**src/rtl/rxc_pkg.sv**
```systemverilog
package rxc_pkg;
  typedef enum logic {EP_CTRL = 1'b0, EP_DATA = 1'b1} ep_kind_e;

  localparam logic [7:0] ADDR_CTRL = 8'hC9;
  localparam logic [7:0] ADDR_DATA = 8'hCA;

  function automatic logic [7:0] rd_addr_of(ep_kind_e kind);
    return (kind == EP_CTRL) ? ADDR_CTRL : ADDR_DATA;
  endfunction
endpackage

```
**src/rtl/rxc_clear_ctl.sv**
```systemverilog
module rxc_clear_ctl
  import rxc_pkg::*;
#(
  parameter ep_kind_e EP_KIND = EP_CTRL
) (
  input  logic bus_reset_i,
  input  logic setup_tok_i,
  input  logic out_tok_i,
  input  logic rdy_wr_i,
  input  logic rdy_wdata_i,
  input  logic stall_wr_i,
  input  logic stall_wdata_i,
  input  logic dir_tx_i,
  input  logic rdy_i,
  output logic clr_o,
  output logic acc_o
);
  logic tok_clr;
  logic dir_block;

  generate
    if (EP_KIND == EP_CTRL) begin : g_ctrl
      assign tok_clr   = setup_tok_i;
      assign dir_block = 1'b0;
    end else begin : g_data
      assign tok_clr   = out_tok_i;
      assign dir_block = dir_tx_i;
    end
  endgenerate

  assign clr_o = bus_reset_i
               | (rdy_wr_i & rdy_wdata_i)
               | (stall_wr_i & ~stall_wdata_i)
               | tok_clr;

  assign acc_o = ~rdy_i & ~dir_block;
endmodule

```
**src/rtl/rxc_count_core.sv**
```systemverilog
module rxc_count_core #(
  parameter int CNT_W = 8
) (
  input  logic             clk_i,
  input  logic             rst_ni,
  input  logic             bus_reset_i,
  input  logic             clr_i,
  input  logic             acc_i,
  input  logic             start_i,
  input  logic             byte_i,
  input  logic [CNT_W-1:0] max_i,
  output logic [CNT_W-1:0] cnt_o,
  output logic             ovf_o
);
  logic [CNT_W-1:0] cnt_q;
  logic             ovf_q;
  logic             at_max;

  assign at_max = (cnt_q >= max_i);

  always_ff @(posedge clk_i or negedge rst_ni) begin
    if (!rst_ni) begin
      cnt_q <= '0;
    end else if (clr_i) begin
      cnt_q <= '0;
    end else if (acc_i) begin
      if (start_i)                cnt_q <= '0;
      else if (byte_i && !at_max) cnt_q <= cnt_q + 1'b1;
    end
  end

  always_ff @(posedge clk_i or negedge rst_ni) begin
    if (!rst_ni)                                          ovf_q <= 1'b0;
    else if (bus_reset_i)                                 ovf_q <= 1'b0;
    else if (!clr_i && acc_i && !start_i && byte_i && at_max) ovf_q <= 1'b1;
  end

  assign cnt_o = cnt_q;
  assign ovf_o = ovf_q;

  AST_CLR_ZERO: assert property (@(posedge clk_i) disable iff (!rst_ni)
    clr_i |=> cnt_q == '0);
  AST_HOLD_BLOCKED: assert property (@(posedge clk_i) disable iff (!rst_ni)
    (!acc_i && !clr_i) |=> $stable(cnt_q));
  AST_NO_OVERFLOW: assert property (@(posedge clk_i) disable iff (!rst_ni)
    (acc_i && !clr_i && byte_i && cnt_q <= max_i) |=> cnt_q <= $past(max_i));
  AST_OVF_STICKY: assert property (@(posedge clk_i) disable iff (!rst_ni)
    (ovf_q && !bus_reset_i) |=> ovf_q);
endmodule

```
**src/rtl/rxc_ready_flag.sv**
```systemverilog
module rxc_ready_flag (
  input  logic clk_i,
  input  logic rst_ni,
  input  logic clr_i,
  input  logic acc_i,
  input  logic end_i,
  output logic rdy_o
);
  logic rdy_q;

  always_ff @(posedge clk_i or negedge rst_ni) begin
    if (!rst_ni)             rdy_q <= 1'b0;
    else if (clr_i)          rdy_q <= 1'b0;
    else if (acc_i && end_i) rdy_q <= 1'b1;
  end

  assign rdy_o = rdy_q;

  AST_RDY_ON_END: assert property (@(posedge clk_i) disable iff (!rst_ni)
    (acc_i && end_i && !clr_i) |=> rdy_q);
endmodule

```
**src/rtl/rxc_read_port.sv**
```systemverilog
module rxc_read_port #(
  parameter int         CNT_W  = 8,
  parameter int         ADDR_W = 8,
  parameter logic [ADDR_W-1:0] MY_ADDR = '0
) (
  input  logic              rd_en_i,
  input  logic [ADDR_W-1:0] rd_addr_i,
  input  logic [CNT_W-1:0]  cnt_i,
  output logic [CNT_W-1:0]  rd_data_o
);
  assign rd_data_o = (rd_en_i && rd_addr_i == MY_ADDR) ? cnt_i : '0;
endmodule

```
**src/rtl/usb_rx_byte_counter.sv**
```systemverilog
module usb_rx_byte_counter
  import rxc_pkg::*;
#(
  parameter ep_kind_e EP_KIND = EP_CTRL,
  parameter int       CNT_W   = 8,
  parameter int       ADDR_W  = 8
) (
  input  logic              clk_i,
  input  logic              rst_ni,
  input  logic              bus_reset_i,
  input  logic              byte_vld_i,
  input  logic              pkt_start_i,
  input  logic              pkt_end_i,
  input  logic              setup_tok_i,
  input  logic              out_tok_i,
  input  logic [CNT_W-1:0]  max_pkt_i,
  input  logic              rdy_wr_i,
  input  logic              rdy_wdata_i,
  input  logic              stall_wr_i,
  input  logic              stall_wdata_i,
  input  logic              dir_tx_i,
  input  logic              rd_en_i,
  input  logic [ADDR_W-1:0] rd_addr_i,
  output logic [CNT_W-1:0]  rd_data_o,
  output logic              pkt_rdy_o,
  output logic              ovf_o
);
  localparam logic [ADDR_W-1:0] MY_ADDR = ADDR_W'(rd_addr_of(EP_KIND));

  logic             clr;
  logic             acc;
  logic             rdy;
  logic [CNT_W-1:0] cnt;

  rxc_clear_ctl #(.EP_KIND(EP_KIND)) u_clear_ctl (
    .bus_reset_i  (bus_reset_i),
    .setup_tok_i  (setup_tok_i),
    .out_tok_i    (out_tok_i),
    .rdy_wr_i     (rdy_wr_i),
    .rdy_wdata_i  (rdy_wdata_i),
    .stall_wr_i   (stall_wr_i),
    .stall_wdata_i(stall_wdata_i),
    .dir_tx_i     (dir_tx_i),
    .rdy_i        (rdy),
    .clr_o        (clr),
    .acc_o        (acc)
  );

  rxc_count_core #(.CNT_W(CNT_W)) u_count_core (
    .clk_i      (clk_i),
    .rst_ni     (rst_ni),
    .bus_reset_i(bus_reset_i),
    .clr_i      (clr),
    .acc_i      (acc),
    .start_i    (pkt_start_i),
    .byte_i     (byte_vld_i),
    .max_i      (max_pkt_i),
    .cnt_o      (cnt),
    .ovf_o      (ovf_o)
  );

  rxc_ready_flag u_ready_flag (
    .clk_i (clk_i),
    .rst_ni(rst_ni),
    .clr_i (clr),
    .acc_i (acc),
    .end_i (pkt_end_i),
    .rdy_o (rdy)
  );

  rxc_read_port #(.CNT_W(CNT_W), .ADDR_W(ADDR_W), .MY_ADDR(MY_ADDR)) u_read_port (
    .rd_en_i  (rd_en_i),
    .rd_addr_i(rd_addr_i),
    .cnt_i    (cnt),
    .rd_data_o(rd_data_o)
  );

  assign pkt_rdy_o = rdy;

  AST_BUS_RESET_CLEARS: assert property (@(posedge clk_i) disable iff (!rst_ni)
    bus_reset_i |=> (cnt == '0 && !pkt_rdy_o && !ovf_o));
endmodule

```
**config.mk**
```make
export PLATFORM = sky130hd
export DESIGN_NAME = usb_rx_byte_counter
export DESIGN_NICKNAME = d
export VERILOG_FILES = /design/src/rtl/rxc_pkg.sv /design/src/rtl/rxc_clear_ctl.sv /design/src/rtl/rxc_count_core.sv /design/src/rtl/rxc_ready_flag.sv /design/src/rtl/rxc_read_port.sv /design/src/rtl/usb_rx_byte_counter.sv
export SDC_FILE = /design/constraint.sdc
export NUM_CORES = 1
export LEC_CHECK = 0
export BUFFER_PORTS_ARGS = -buffer_cell sky130_fd_sc_hd__buf_2
export CAP_MARGIN = 40
export CORE_MARGIN = 8
export CORE_UTILIZATION = 45
export DETAILED_ROUTE_END_ITERATION = 7
export PLACE_DENSITY = 0.88
export SLEW_MARGIN = 20
export SYNTH_ARGS = -nofsm -noshare
export SYNTH_HDL_FRONTEND = slang
export SYNTH_SLANG_ARGS = --single-unit
```
**constraint.sdc**
```tcl
create_clock -name clk_i -period 5.3 [get_ports clk_i]
set_input_delay 1.06 -clock clk_i [delete_from_list [all_inputs] [get_ports clk_i]]
set_output_delay 1.06 -clock clk_i [all_outputs]
set_load 0.01 [all_outputs]
```
== Word level (Yosys, flattened, before mapping) ==
Index checks and enable logic that the tools add are counted.

* Bits in registers: 10
* Latch bits: 0
* Memory bits (writable): 0
* Memory bits (read-only): 0
* Input bits: 30
* Word-level logic and storage cells: 37
* Memories kept: 0

* Add/subtract/negate cells: 1
* Multiply operators: 0
* Divide/modulo/power cells: 0
* Magnitude comparators: 1
* Equal/unequal tests: 2
* Shift operators: 0
* Mux-type cells: 9
* Bitwise operators: 7
* Reduce and logical (&&, ||, !) cells: 14

{| class="wikitable"
|+ Operators with widths
! cell !! count
|-
| 2-to-1 mux 8 bit || 5
|-
| adder 8 x 1 -> 8 bit, second input constant || 1
|-
| equality test 8 bit, second input constant || 1
|-
| greater-or-equal comparator 8 bit || 1
|-
| logical AND 1 bit || 7
|-
| 2-to-1 mux 1 bit || 4
|-
| nonzero test 2 bit || 2
|-
| zero test 1 bit || 3
|-
| bitwise OR 1 bit || 3
|-
| nonzero test 3 bit || 1
|-
| bitwise AND 1 bit || 2
|-
| inequality test 2 bit, second input constant || 1
|-
| NOT 1 bit || 2
|-
| AND reduction 2 bit || 1
|}

== Longest topological paths before layout ==
Gate-level depths: netlist (run 1).

* Word-level depth: 11
* Mapped depth: 8
* Depth with buffers taken out: 7

== Cells and area by module ==
A second synthesis (run 1) with hierarchy kept.

* Cells, all modules: 112
* Area, all modules: 984.7 um^2

{| class="wikitable"
|+ By module, submodules not included
! module !! times used !! cells an instance !! area an instance (um^2)
|-
| rxc_count_core || 1 || 84 || 723.2
|-
| rxc_read_port || 1 || 21 || 202.7
|-
| rxc_ready_flag || 1 || 3 || 33.8
|-
| rxc_clear_ctl || 1 || 4 || 25.0
|}

== Least setup slack after synthesis (run 1) ==
OpenSTA, ideal clock, no wires.

* Path type: input port to output port
* From: input rd_addr_i[1]
* To: output rd_data_o[0]
* Arrival time: 1948 ps
* Data required time: 4240 ps
* Slack: 2292 ps
* Stages on the path: 3
* Path buffers: 0
* Cells stage by stage: nand4b_1 > nor4_1 > and2_1

* Longest elaborated chain between the ends: 3

{| class="wikitable"
|+ Ends and longest elaborated chain
! element !! RTL line !! text
|-
| from (decl) || usb_rx_byte_counter.sv:23 || <nowiki>input logic [ADDR_W-1:0] rd_addr_i,</nowiki>
|-
| equality test 8 bit || rxc_read_port.sv:11 || <nowiki>assign rd_data_o = (rd_en_i && rd_addr_i == MY_ADDR) ? cnt_i : '0;</nowiki>
|-
| logical AND 1 bit || rxc_read_port.sv:11 ||
|-
| 2-to-1 mux 8 bit || rxc_read_port.sv:11 ||
|-
| to (decl) || usb_rx_byte_counter.sv:24 || <nowiki>output logic [CNT_W-1:0] rd_data_o,</nowiki>
|}

No other way between the ends.

== Final worst setup path (run 1) ==
Ends and elaborated chain as after synthesis.

==> qor.log, run 1 <==
INFO  grt            groute.usage.overall=15.2%
INFO  sta            max_clock_skew=0.00335ns
INFO  cts            ctsRootBufferMaster=clkbuf_4
INFO  placed_design  port-buffer-count=37
INFO  yosys          synth-compound-area-share=22.0%
INFO  sta            timing_hold_violations_final=0
INFO  floorplanning  fp.dieArea=3670um2
INFO  floorplanning  num_rows=16
INFO  finish         total_inserted_antenna_cells=0
INFO  yosys          dominantRegCellSynth=dfrtp_1
INFO  setup_path     timing.critical_path.arrival=2.21ns
INFO  grt            first_global_vias=1003
INFO  sta            relSlewSlack=56.8%
INFO  cts            ctsResizeCount=0
INFO  yosys          synth_fp_nets=150
INFO  cts            tritoncts.num_buffers=3
INFO  grt            grt_pass1_wl=4.37mm
INFO  cts            path_clk_slew=0.07ns
INFO  yosys          async_flop_share=100%
INFO  yosys          synth_enable_flop_cells=0
INFO  yosys          sequential_element_share_of_the_synthesized_area=28.0%
INFO  routing        detail_route.first_pass.iterations=6
INFO  sta            setup_repair_after_global_routing_missed_its_margin=false
INFO  hold_path      hp-class=register to register
INFO  yosys          yosys_warnings=0
INFO  cts            worst_skew_pair.late_latency=0.27ns
INFO  power          seqPwrFrac=44.3%
INFO  cts            clockBufferDepth=2
INFO  setup_path     worstPathRequired=4.24ns
INFO  floorplanning  top_level_ports=40
INFO  finish         seq_area=250um2
INFO  floorplanning  core_area=1920um2
INFO  yosys          synth.ff_latch_count=10
INFO  grt            grt_max_degree=13
INFO  power          pwr-share-comb=16.0%
INFO  yosys          simple_gate_share_of_the_synthesized_area=30.8%
INFO  sta            slew_violations=0
INFO  hold_path      hp-start=u_count_core.ovf_o
INFO  power          power.switching_fraction=25.3%
INFO  yosys          yosys.area_share.adder=12.6%
INFO  floorplanning  die_w=60.6um
INFO  yosys          post_synth_mux_area_share=0%
INFO  finish         layout-area-overhead-vs-synth=27.4%
INFO  yosys          synth_commonest_cells=inv_1, dfrtp_1, ha_1
INFO  power          pwr-share-clk=39.7%
INFO  power          power_report.internal_total=131uW
INFO  power          total_power=176uW
INFO  power          power_density=154nW/um2
INFO  yosys          post_synth_main_area_contributors=dfrtp_1, ha_1, and2_1
INFO  finish         layout-drive-gt1-share=32.5%
INFO  yosys          synth_top_area_share=28.0%
INFO  sta            final_setup_violation_count=0
INFO  cts            cts_max_level=1
INFO  power          power.leakage=0.580nW
INFO  routing        drt-wirelength-per-cell=15.0um
INFO  routing        vias_per_cell=5.46
INFO  routing        final_antenna_net_count=0
INFO  setup_path     worst_setup_path_startpoint=rd_addr_i[1]
INFO  yosys          synthCells=111
INFO  run            cap_viol_max_count=0
INFO  power          net-switching-power=44.6uW
INFO  finish         area_taken_by_multi_input_logic_gates=584um2
INFO  power          peak_vdd_ir=127uV
INFO  cts            cts.sink_count=10
INFO  yosys          post_synth_num_cell_types=36
INFO  sta            finalWorstPathRequiredPeriod=3.27ns
INFO  routing        num_vias=972
INFO  placed_design  postPlaceCellArea=1100um2
INFO  placed_design  routabilityCongestion=0.829
INFO  placed_design  place_hpwl=2.09mm
INFO  sta            timing.fmax=305MHz
INFO  setup_path     critPathCaptureType=output pin
INFO  setup_path     path_max_fanout=6
INFO  yosys          synth_xor_area_share=0%
INFO  setup_path     timing.rr.start=u_count_core.cnt_o[2]
INFO  yosys          synth.most_common_cell=inv_1
INFO  sta            share_of_the_cycle_needed_by_the_critical_path_after_routing=61.8%
INFO  setup_path     timing.critical_path.from_type=input port
INFO  floorplanning  chip_height=60.6um
INFO  grt            remaining_global_route_overflow=0
INFO  finish         layout.filler_cells=173
INFO  sta            setup-tns-final=0ns
INFO  routing        drt_drc_violations_left=0
INFO  yosys          synth.avg_cell_area=8.06um2
INFO  setup_path     critical_path_class=input port to output pin
INFO  status         outcome=complete, no violations
INFO  routing        violation_count_after_the_first_detailed_route_iteration=24
INFO  yosys          post_synth_instance_area=895um2
INFO  finish         finish.instance_area=1140um2
INFO  floorplanning  initial_core_utilization=46.5%
INFO  cts            post_cts_buffers=0
INFO  grt            number_of_antenna_violations_at_the_first_check_in_global_routing=0
INFO  routing        routed_wl=2.67mm
INFO  finish         finalNetCount=191
INFO  cts            cts_tree=done
INFO  yosys          largest_family_of_logic_cells_by_synthesized_area=simple AND/OR/NAND/NOR gates
INFO  sta            worst_pin_slew=0.644ns
INFO  cts            cts_hold_repair.buffers=0
INFO  yosys          post-synth-top-area-cell=dfrtp_1
metal layers:
| metal | routed length, um | up-vias | GRT usage, % |
|---|---|---|---|
| met5 | 0 | - | 0 |
| met4 | 42 | 0 | 5.32 |
| met3 | 245 | 6 | 3.60 |
| met2 | 1310 | 47 | 27.1 |
| met1 | 1070 | 434 | 17.2 |
| li1 | - | 485 | - |
worst max-delay path, stage by stage:
cell and delay [ns]:
buf_2 0.09, nand4b_1 0.16, nor4_1 0.36, clkbuf_2 0.24
and2_1 0.17, buf_2 0.14
worst paths after layout:
kind,end,slack (ns),depth (start not counted)
max in group asynchronous,u_count_core.cnt_o[6],4.44,1
worst max-delay path,rd_data_o[0],2.03,6
worst min register to register,u_count_core.ovf_o,0.51,2
min in group asynchronous,u_count_core.cnt_o[2],0.65,1
worst max register to register,u_count_core.cnt_o[3],3.11,6
worst min-delay path,u_count_core.ovf_o,0.51,2
cells in the final DEF, fill, tap and decap left out, drive strengths merged, types with 3 or more instances in the layout:
cell and count:
buf 37, inv 12, dfrtp 10, ha 9, and2 8, nand3 8
nor2 8, nand2 7, o21ai 7, clkbuf 5, a21oi 4, or2 3
o211ai 3, nor2b 3, or4 3, a31oi 3
logic make-up after synthesis:
kind of cell | Yosys count
flip-flops | 10
AO/OA/AOI/OAI | 28
AND/OR/NAND/NOR | 50
buffers and inverters | 14
adder cells (fa/ha/maj) | 9
stage by stage:
stage / util, % / instances / setup WS [ns] / hold WS [ns]
after floorplan: - / 111 / 2.29 / 0.534
after global placement: 57.2 / 173 / 1.87 / 0.493
after detailed placement: 57.2 / 173 / 1.64 / 0.491
after CTS: 59.0 / 177 / 1.64 / 0.510
after global routing: 59.3 / 178 / 1.95 / 0.523
final: 59.3 / 178 / 2.03 / 0.514
state kept, by name, indices dropped and copies added (netlist names):
name	cells
u_count_core.cnt_o	8
u_ready_flag.rdy_o	1
u_count_core.ovf_o	1
cell type report:
| class | count | share of cell area [%] |
|---|---|---|
| timing repair buffer | 38 | 16.7 |
| tap | 27 | 2.96 |
| clock buffer | 4 | 3.18 |
| inverter | 12 | 3.95 |
| multi-input combinational | 87 | 51.3 |
| sequential | 10 | 22.0 |
power by group through the flow:
| stage | registers [mW] | clock network [mW] | logic (mW) |
|---|---|---|---|
| 6_report | 0.0778 | 0.0698 | 0.0282 |
| 5_1_grt | 0.0779 | 0.0771 | 0.0321 |
| 4_1_cts | 0.0777 | 0.0712 | 0.0281 |
| 3_5_place_dp | 0.0793 | 0 | 0.0279 |
| 3_3_place_gp | 0.0792 | 0 | 0.0265 |
| 2_1_floorplan | 0.0786 | 0 | 0.0137 |
No activity file was read; power rests on OpenSTA's default activity.
==> run 2: changes to the inputs <==
- clock period: 5.3 -> 3.4 ns (I/O delays scaled with it)
==> run 2 against run 1 <==
Clock skew grew 0.0072 ns; largest power group unchanged; clock-buffer cell count shrank 1; hold slack lost 0.25 ns.
==> qor.log, run 2 (same netlist as run 1, synthesis figures left out) <==
INFO  sta            setup_repair_after_global_routing_missed_its_margin=false
INFO  cts            worst_skew_pair.late_latency=0.27ns [about the same]
INFO  setup_path     crit-reg2reg-capture=u_count_core.cnt_o[3]
INFO  cts            cts.sink_count=10 [unchanged]
INFO  power          seqPwrFrac=48.9% [+4.6 points]
INFO  setup_path     max_stage_delay=0.24ns [-0.12 ns]
INFO  finish         largest_register_ffs=8 [unchanged]
INFO  cts            post_cts_buffers=0 [unchanged]
INFO  power          pwr-share-comb=17.7% [+1.7 points]
INFO  finish         finalCoreUtilization=58.7% [-0.59 points]
INFO  power          power.switching_fraction=27.2% [+1.9 points]
INFO  cts            ctsResizeCount=0 [unchanged]
INFO  setup_path     critPathCaptureType=output pin
INFO  sta            final_setup_violation_count=0 [unchanged]
INFO  setup_path     timing.rr.start=u_count_core.cnt_o[2]
INFO  sta            worst_pin_slew=0.580ns [-0.0638 ns]
INFO  floorplanning  core_area=1920um2 [unchanged]
INFO  grt            groute.usage.overall=14.4% [-0.81 points]
INFO  finish         finalNetCount=191 [unchanged]
INFO  setup_path     cp_top_family=simple AND/OR/NAND/NOR gates
INFO  cts            tritoncts.num_buffers=3 [unchanged]
INFO  cts            clockBufferDepth=2 [unchanged]
INFO  floorplanning  num_rows=16 [unchanged]
INFO  floorplanning  die_w=60.6um [unchanged]
INFO  floorplanning  top_level_ports=40 [unchanged]
INFO  placed_design  routabilityCongestion=0.830 [about the same]
INFO  run            cap_viol_max_count=0 [unchanged]
INFO  setup_path     timing.critical_path.from_type=input port
INFO  finish         layout-drive-gt1-share=32.0% [-0.45 points]
INFO  setup_path     path_max_fanout=8 [+2]
INFO  routing        violation_count_after_the_first_detailed_route_iteration=45 [+88%]
INFO  cts            cts_tree=done
INFO  routing        vias_per_cell=5.54 [+1.5%]
INFO  floorplanning  initial_core_utilization=46.5% [unchanged]
INFO  power          power.leakage=0.574nW [-1.1%]
INFO  placed_design  place_hpwl=2.05mm [-2.1%]
INFO  cts            cts_hold_repair.buffers=0 [unchanged]
INFO  setup_path     number_of_cells_on_the_worst_reg_to_reg_path=6 [unchanged]
INFO  grt            number_of_antenna_violations_at_the_first_check_in_global_routing=0 [unchanged]
INFO  cts            cts_max_level=1 [unchanged]
INFO  routing        drt_drc_violations_left=0 [unchanged]
INFO  setup_path     cp_num_cells=6 [unchanged]
INFO  sta            relSlewSlack=61.1% [+4.3 points]
INFO  finish         layout-area-overhead-vs-synth=26.2%
INFO  placed_design  port-buffer-count=37 [unchanged]
INFO  setup_path     worst_path_max_delay_cell=nor4_1
INFO  floorplanning  fp.dieArea=3670um2 [unchanged]
INFO  routing        detail_route.first_pass.iterations=4 [-2]
INFO  status         outcome=complete, no violations
INFO  sta            finalWorstPathRequiredPeriod=2.29ns
INFO  grt            first_global_vias=974 [-2.9%]
INFO  routing        num_vias=981 [+0.93%]
INFO  finish         layout_common_cells=buf_2, inv_1, dfrtp_1
INFO  setup_path     timing.critical_path.cells=buf_2, nand4b_1, nor4_1, buf_4, and2_1, buf_2
INFO  hold_path      hp-class=input port to asynchronous set/reset pin
INFO  setup_path     timing.critical_path.arrival=1.61ns [-0.60 ns]
INFO  routing        final_antenna_net_count=0 [unchanged]
INFO  setup_path     ff2ff_setup_slack=1.19ns [-1.92 ns]
INFO  power          peak_vdd_ir=249uV [+96%]
INFO  floorplanning  chip_height=60.6um [unchanged]
INFO  sta            share_of_the_cycle_needed_by_the_critical_path_after_routing=67.3%
INFO  grt            grt_pass1_wl=4.11mm [-6.1%]
INFO  setup_path     critPathMostFrequentCell=buf_2
INFO  finish         layout.filler_cells=182 [+5.2%]
INFO  setup_path     critical_path_class=input port to output pin
INFO  sta            max_clock_skew=0.0105ns [+0.00716 ns]
INFO  setup_path     worstPathRequired=2.72ns [-1.52 ns]
INFO  cts            ctsRootBufferMaster=clkbuf_4
INFO  grt            remaining_global_route_overflow=0 [unchanged]
INFO  setup_path     path_buf_inv=3 [unchanged]
INFO  grt            grt_max_degree=13 [unchanged]
INFO  finish         total_inserted_antenna_cells=0 [unchanged]
INFO  sta            timing.fmax=437MHz
INFO  sta            timing_hold_violations_final=0 [unchanged]
INFO  routing        drt-wirelength-per-cell=14.6um [-2.9%]
INFO  cts            path_clk_slew=0.07ns [about the same]
INFO  power          power_density=220nW/um2 [+42%]
INFO  routing        routed_wl=2.58mm [-3.4%]
INFO  sta            slew_violations=0 [unchanged]
INFO  finish         layout_commonest_cell=buf_2
INFO  power          net-switching-power=67.5uW [+51%]
INFO  power          pwr-share-clk=33.3% [-6.4 points]
INFO  sta            setup-tns-final=0ns [unchanged]
INFO  power          power_report.internal_total=181uW [+38%]
-- run 2: worst register-to-register path, delay by kind of cell (launching register included) --
| kind | cells | cell delay (ns) |
|---|---|---|
| simple gates | 1 | 0.54 |
| flops | 1 | 0.45 |
| compound gates | 4 | 0.82 |
| fa+ha+maj | 1 | 0.33 |
-- run 2: final cells by class --
| cell class | count | area (um2) | area share [%] |
|---|---|---|---|
| timing repair buffer | 38 | 193 | 17.1 |
| sequential | 10 | 250 | 22.2 |
| clock buffer | 3 | 22.5 | 2.00 |
| multi-input combinational | 87 | 584 | 51.8 |
| inverter | 12 | 45.0 | 3.99 |
| tap | 27 | 33.8 | 2.99 |
-- run 2: power by group through the flow --
stage          logic [mW]  registers [mW]  clock network (mW)
2_1_floorplan      0.0214           0.123                   0
3_3_place_gp       0.0413           0.123                   0
3_5_place_dp       0.0436           0.124                   0
4_1_cts            0.0441           0.121              0.0847
5_1_grt            0.0493           0.121              0.0918
6_report           0.0440           0.121              0.0826
-- run 2: how the worst max path moves through the flow --
stage                       from                     to
finish              rd_addr_i[1]           rd_data_o[0]
global route        rd_addr_i[1]           rd_data_o[0]
CTS                 rd_addr_i[1]           rd_data_o[6]
detailed placement  max_pkt_i[6]  u_count_core.cnt_o[3]
global placement    max_pkt_i[6]  u_count_core.cnt_o[3]
floorplan           max_pkt_i[2]  u_count_core.cnt_o[5]
-- run 2: per-stage QoR --
stage | hold WS [ns] | area [um2] | setup slack (ns) | instances | total power [mW]
2_1_floorplan | 0.384 | 895 | 1.06 | 111 | 0.144
3_3_place_gp | 0.493 | 1110 | 0.911 | 174 | 0.165
3_5_place_dp | 0.517 | 1110 | 0.874 | 174 | 0.167
4_1_cts | 0.270 | 1130 | 1.11 | 177 | 0.250
5_1_grt | 0.270 | 1130 | 0.990 | 177 | 0.263
6_report | 0.266 | 1130 | 1.11 | 177 | 0.248
-- run 2: routing by layer --
metal	up-vias	wire, um	share of wire, %	GRT usage [%]
li1	482	-	-	-
met1	452	1040	40	15.2
met2	47	1270	49	26.1
met3	0	272	11	3.81
met4	0	0	0	6.31
met5	-	0	0	0
==> run 3: changes to the inputs <==
- clock period: 3.4 -> 2.3 ns (I/O delays scaled with it)
==> run 3 against run 2 <==
First-iteration DRC count up 4.4%; clock-buffer cell count increased by 1; clock skew is 0.0039 ns lower.
==> qor.log, run 3 (same netlist as run 1, synthesis figures left out) <==
INFO  routing        vias_per_cell=5.66 [+2.2%]
INFO  routing        final_antenna_net_count=0 [unchanged]
INFO  cts            cts_tree=done
INFO  grt            gr-usage-met2=28.5% [+2.4 points]
INFO  setup_path     critical_path_class=register to register
INFO  placed_design  port-buffer-count=37 [unchanged]
INFO  floorplanning  core_area=1920um2 [unchanged]
INFO  setup_path     ff2ff_setup_slack=0.11ns [-1.08 ns]
INFO  sta            timing_hold_violations_final=0 [unchanged]
INFO  sta            final_critical_path_setup_slack=0.109ns [-1.00 ns]
INFO  status         outcome=complete, no violations
INFO  cts            cts_max_level=1 [unchanged]
INFO  grt            grt_pass1_wl=4.37mm [+6.6%]
INFO  setup_path     crit-reg2reg-capture=u_count_core.cnt_o[3]
INFO  power          pwr-share-comb=16.7% [-1.0 points]
INFO  setup_path     worst_path_max_delay_cell=or4_1
INFO  floorplanning  die_w=60.6um [unchanged]
INFO  setup_path     timing.critical_path.arrival=2.38ns [+0.77 ns]
INFO  finish         finalCoreUtilization=61.0% [+2.3 points]
INFO  routing        routed_wl=2.78mm [+7.7%]
INFO  power          power.switching_fraction=27.1% [-0.072 points]
INFO  sta            slew_violations=0 [unchanged]
INFO  power          power_report.internal_total=306uW [+70%]
INFO  cts            cts.sink_count=10 [unchanged]
INFO  cts            tritoncts.num_buffers=3 [unchanged]
INFO  finish         layout_common_cells=buf_2, inv_1, dfrtp_1
INFO  sta            setup_repair_after_global_routing_missed_its_margin=false
INFO  sta            timing.fmax=457MHz
INFO  routing        detail_route.first_pass.iterations=4 [unchanged]
INFO  cts            worst_skew_pair.late_latency=0.28ns [about the same]
INFO  setup_path     critPathCaptureType=register
INFO  run            cap_viol_max_count=0 [unchanged]
INFO  sta            relSlewSlack=71.6% [+11 points]
INFO  power          peak_vdd_ir=292uV [+18%]
INFO  sta            max_clock_skew=0.00659ns [-0.00393 ns]
INFO  sta            worst_pin_slew=0.426ns [-0.154 ns]
INFO  placed_design  dp_worst_setup_slack=-0.0108ns [-0.885 ns]
INFO  finish         total_inserted_antenna_cells=0 [unchanged]
INFO  finish         seq_area=250um2 [unchanged]
INFO  sta            share_of_the_cycle_needed_by_the_critical_path_after_routing=95.2%
INFO  finish         layout-drive-gt1-share=34.2% [+2.2 points]
INFO  hold_path      hp-class=input port to asynchronous set/reset pin
INFO  cts            ctsResizeCount=0 [unchanged]
INFO  floorplanning  chip_height=60.6um [unchanged]
INFO  setup_path     worstPathRequired=2.49ns [-0.23 ns]
INFO  floorplanning  top_level_ports=40 [unchanged]
INFO  grt            met1_usage=16.3% [+1.1 points]
INFO  finish         area_taken_by_multi_input_logic_gates=584um2 [unchanged]
INFO  grt            grt_max_degree=13 [unchanged]
INFO  cts            post_cts_buffers=0 [unchanged]
INFO  setup_path     timing.critical_path.from_type=register
INFO  grt            use_met3=4.87% [+1.1 points]
INFO  finish         largest_register_ffs=8 [unchanged]
INFO  cts            cts_hold_repair.buffers=0 [unchanged]
INFO  power          pwr-share-clk=40.7% [+7.4 points]
INFO  finish         finalNetCount=195 [+2.1%]
INFO  routing        drt_drc_violations_left=0 [unchanged]
INFO  grt            groute.usage.overall=15.7% [+1.2 points]
INFO  grt            number_of_antenna_violations_at_the_first_check_in_global_routing=0 [unchanged]
INFO  power          power.leakage=0.600nW [+4.6%]
INFO  floorplanning  initial_core_utilization=46.5% [unchanged]
INFO  power          net-switching-power=114uW [+69%]
INFO  setup_path     number_of_cells_on_the_worst_reg_to_reg_path=6 [unchanged]
INFO  placed_design  routabilityCongestion=0.850 [+2.4%]
INFO  finish         layout_commonest_cell=buf_2
INFO  floorplanning  num_rows=16 [unchanged]
INFO  grt            grt_busiest_layer=met2
INFO  sta            final_setup_violation_count=0 [unchanged]
INFO  finish         layout.filler_cells=172 [-5.5%]
INFO  cts            clockBufferDepth=2 [unchanged]
INFO  cts            ctsRootBufferMaster=clkbuf_4
INFO  cts            path_clk_slew=0.08ns [about the same]
INFO  setup_path     path_max_fanout=6 [-2]
INFO  placed_design  place_hpwl=2.20mm [+7.2%]
INFO  routing        num_vias=1031 [+5.1%]
INFO  floorplanning  fp.dieArea=3670um2 [unchanged]
INFO  setup_path     timing.rr.start=u_count_core.cnt_o[6]
INFO  power          seqPwrFrac=42.7% [-6.2 points]
INFO  finish         layout-area-overhead-vs-synth=31.0%
INFO  setup_path     max_stage_delay=0.52ns [+0.28 ns]
INFO  routing        violation_count_after_the_first_detailed_route_iteration=47 [+4.4%]
INFO  grt            remaining_global_route_overflow=0 [unchanged]
INFO  grt            first_global_vias=1031 [+5.9%]
INFO  setup_path     timing.critical_path.cells=ha_1, a21oi_1, o2111ai_1, a21o_1, or4_1, a31oi_1
INFO  sta            finalWorstPathRequiredPeriod=2.19ns
INFO  power          power_density=358nW/um2 [+63%]
INFO  routing        drt-wirelength-per-cell=15.3um [+4.8%]
==> run 3: changes by cell type in the layout (fill, tap and decap cells not counted), sizes merged <==
cell,previous run,this run
buf,38,42
clkbuf,3,4
==> run 3: layout make-up <==
cell class | count | area share [%]
Inverter | 12 | 3.84
Clock buffer | 4 | 3.09
Sequential cell | 10 | 21.3
Tap cell | 27 | 2.88
Multi-Input combinational cell | 87 | 49.8
Timing Repair Buffer | 42 | 19.0
==> run 3: how the worst max path moves through the flow <==
stage,startpoint,to,slack (ns),depth (start not counted)
finish,u_count_core.cnt_o[6],u_count_core.cnt_o[3],0.11,6
detailed placement,max_pkt_i[6],u_count_core.cnt_o[3],-0.01,8
floorplan,max_pkt_i[2],u_count_core.cnt_o[5],0.18,8
global placement,max_pkt_i[6],u_count_core.cnt_o[3],0.10,8
CTS,u_count_core.cnt_o[6],u_count_core.cnt_o[3],0.12,6
global route,u_count_core.cnt_o[6],u_count_core.cnt_o[3],0.002,6
==> run 3: routing by layer <==
layer / routed length (um) / share of wire, % / vias to the layer above
met2: 1370 / 49 / 57
met5: 0 / 0 / -
li1: - / - / 497
met1: 1050 / 38 / 471
met4: 40 / 1.4 / 0
met3: 310 / 11 / 6
==> run 3: power by group through the flow <==
stage / clock (mW) / sequential (mW) / combinational (mW)
after floorplan: 0 / 0.181 / 0.0316
after global placement: 0 / 0.182 / 0.0652
after detailed placement: 0 / 0.183 / 0.0700
after CTS: 0.171 / 0.179 / 0.0701
after global routing: 0.180 / 0.179 / 0.0796
final: 0.171 / 0.179 / 0.0700
==> run 3: worst max-delay path: cells and delay by family (launching register included) <==
family	cells	cell delay [ns]
and+or+nand+nor	1	0.52
DFF	1	0.45
AOI/OAI and AO/OA	4	0.80
adders and majority gates	1	0.34
==> run 3: through the flow <==
step / setup TNS [ns] / power, mW / cell area [um2] / hold WS, ns / std cells
finish: 0 / 0.420 / 1170 / 0.0261 / 182
global route: 0 / 0.439 / 1170 / 0.0456 / 182
CTS: 0 / 0.421 / 1170 / 0.0419 / 182
detailed placement: -0.0108 / 0.253 / 1140 / 0.340 / 178
global placement: 0 / 0.248 / 1140 / 0.334 / 178
floorplan: 0 / 0.213 / 895 / 0.164 / 111
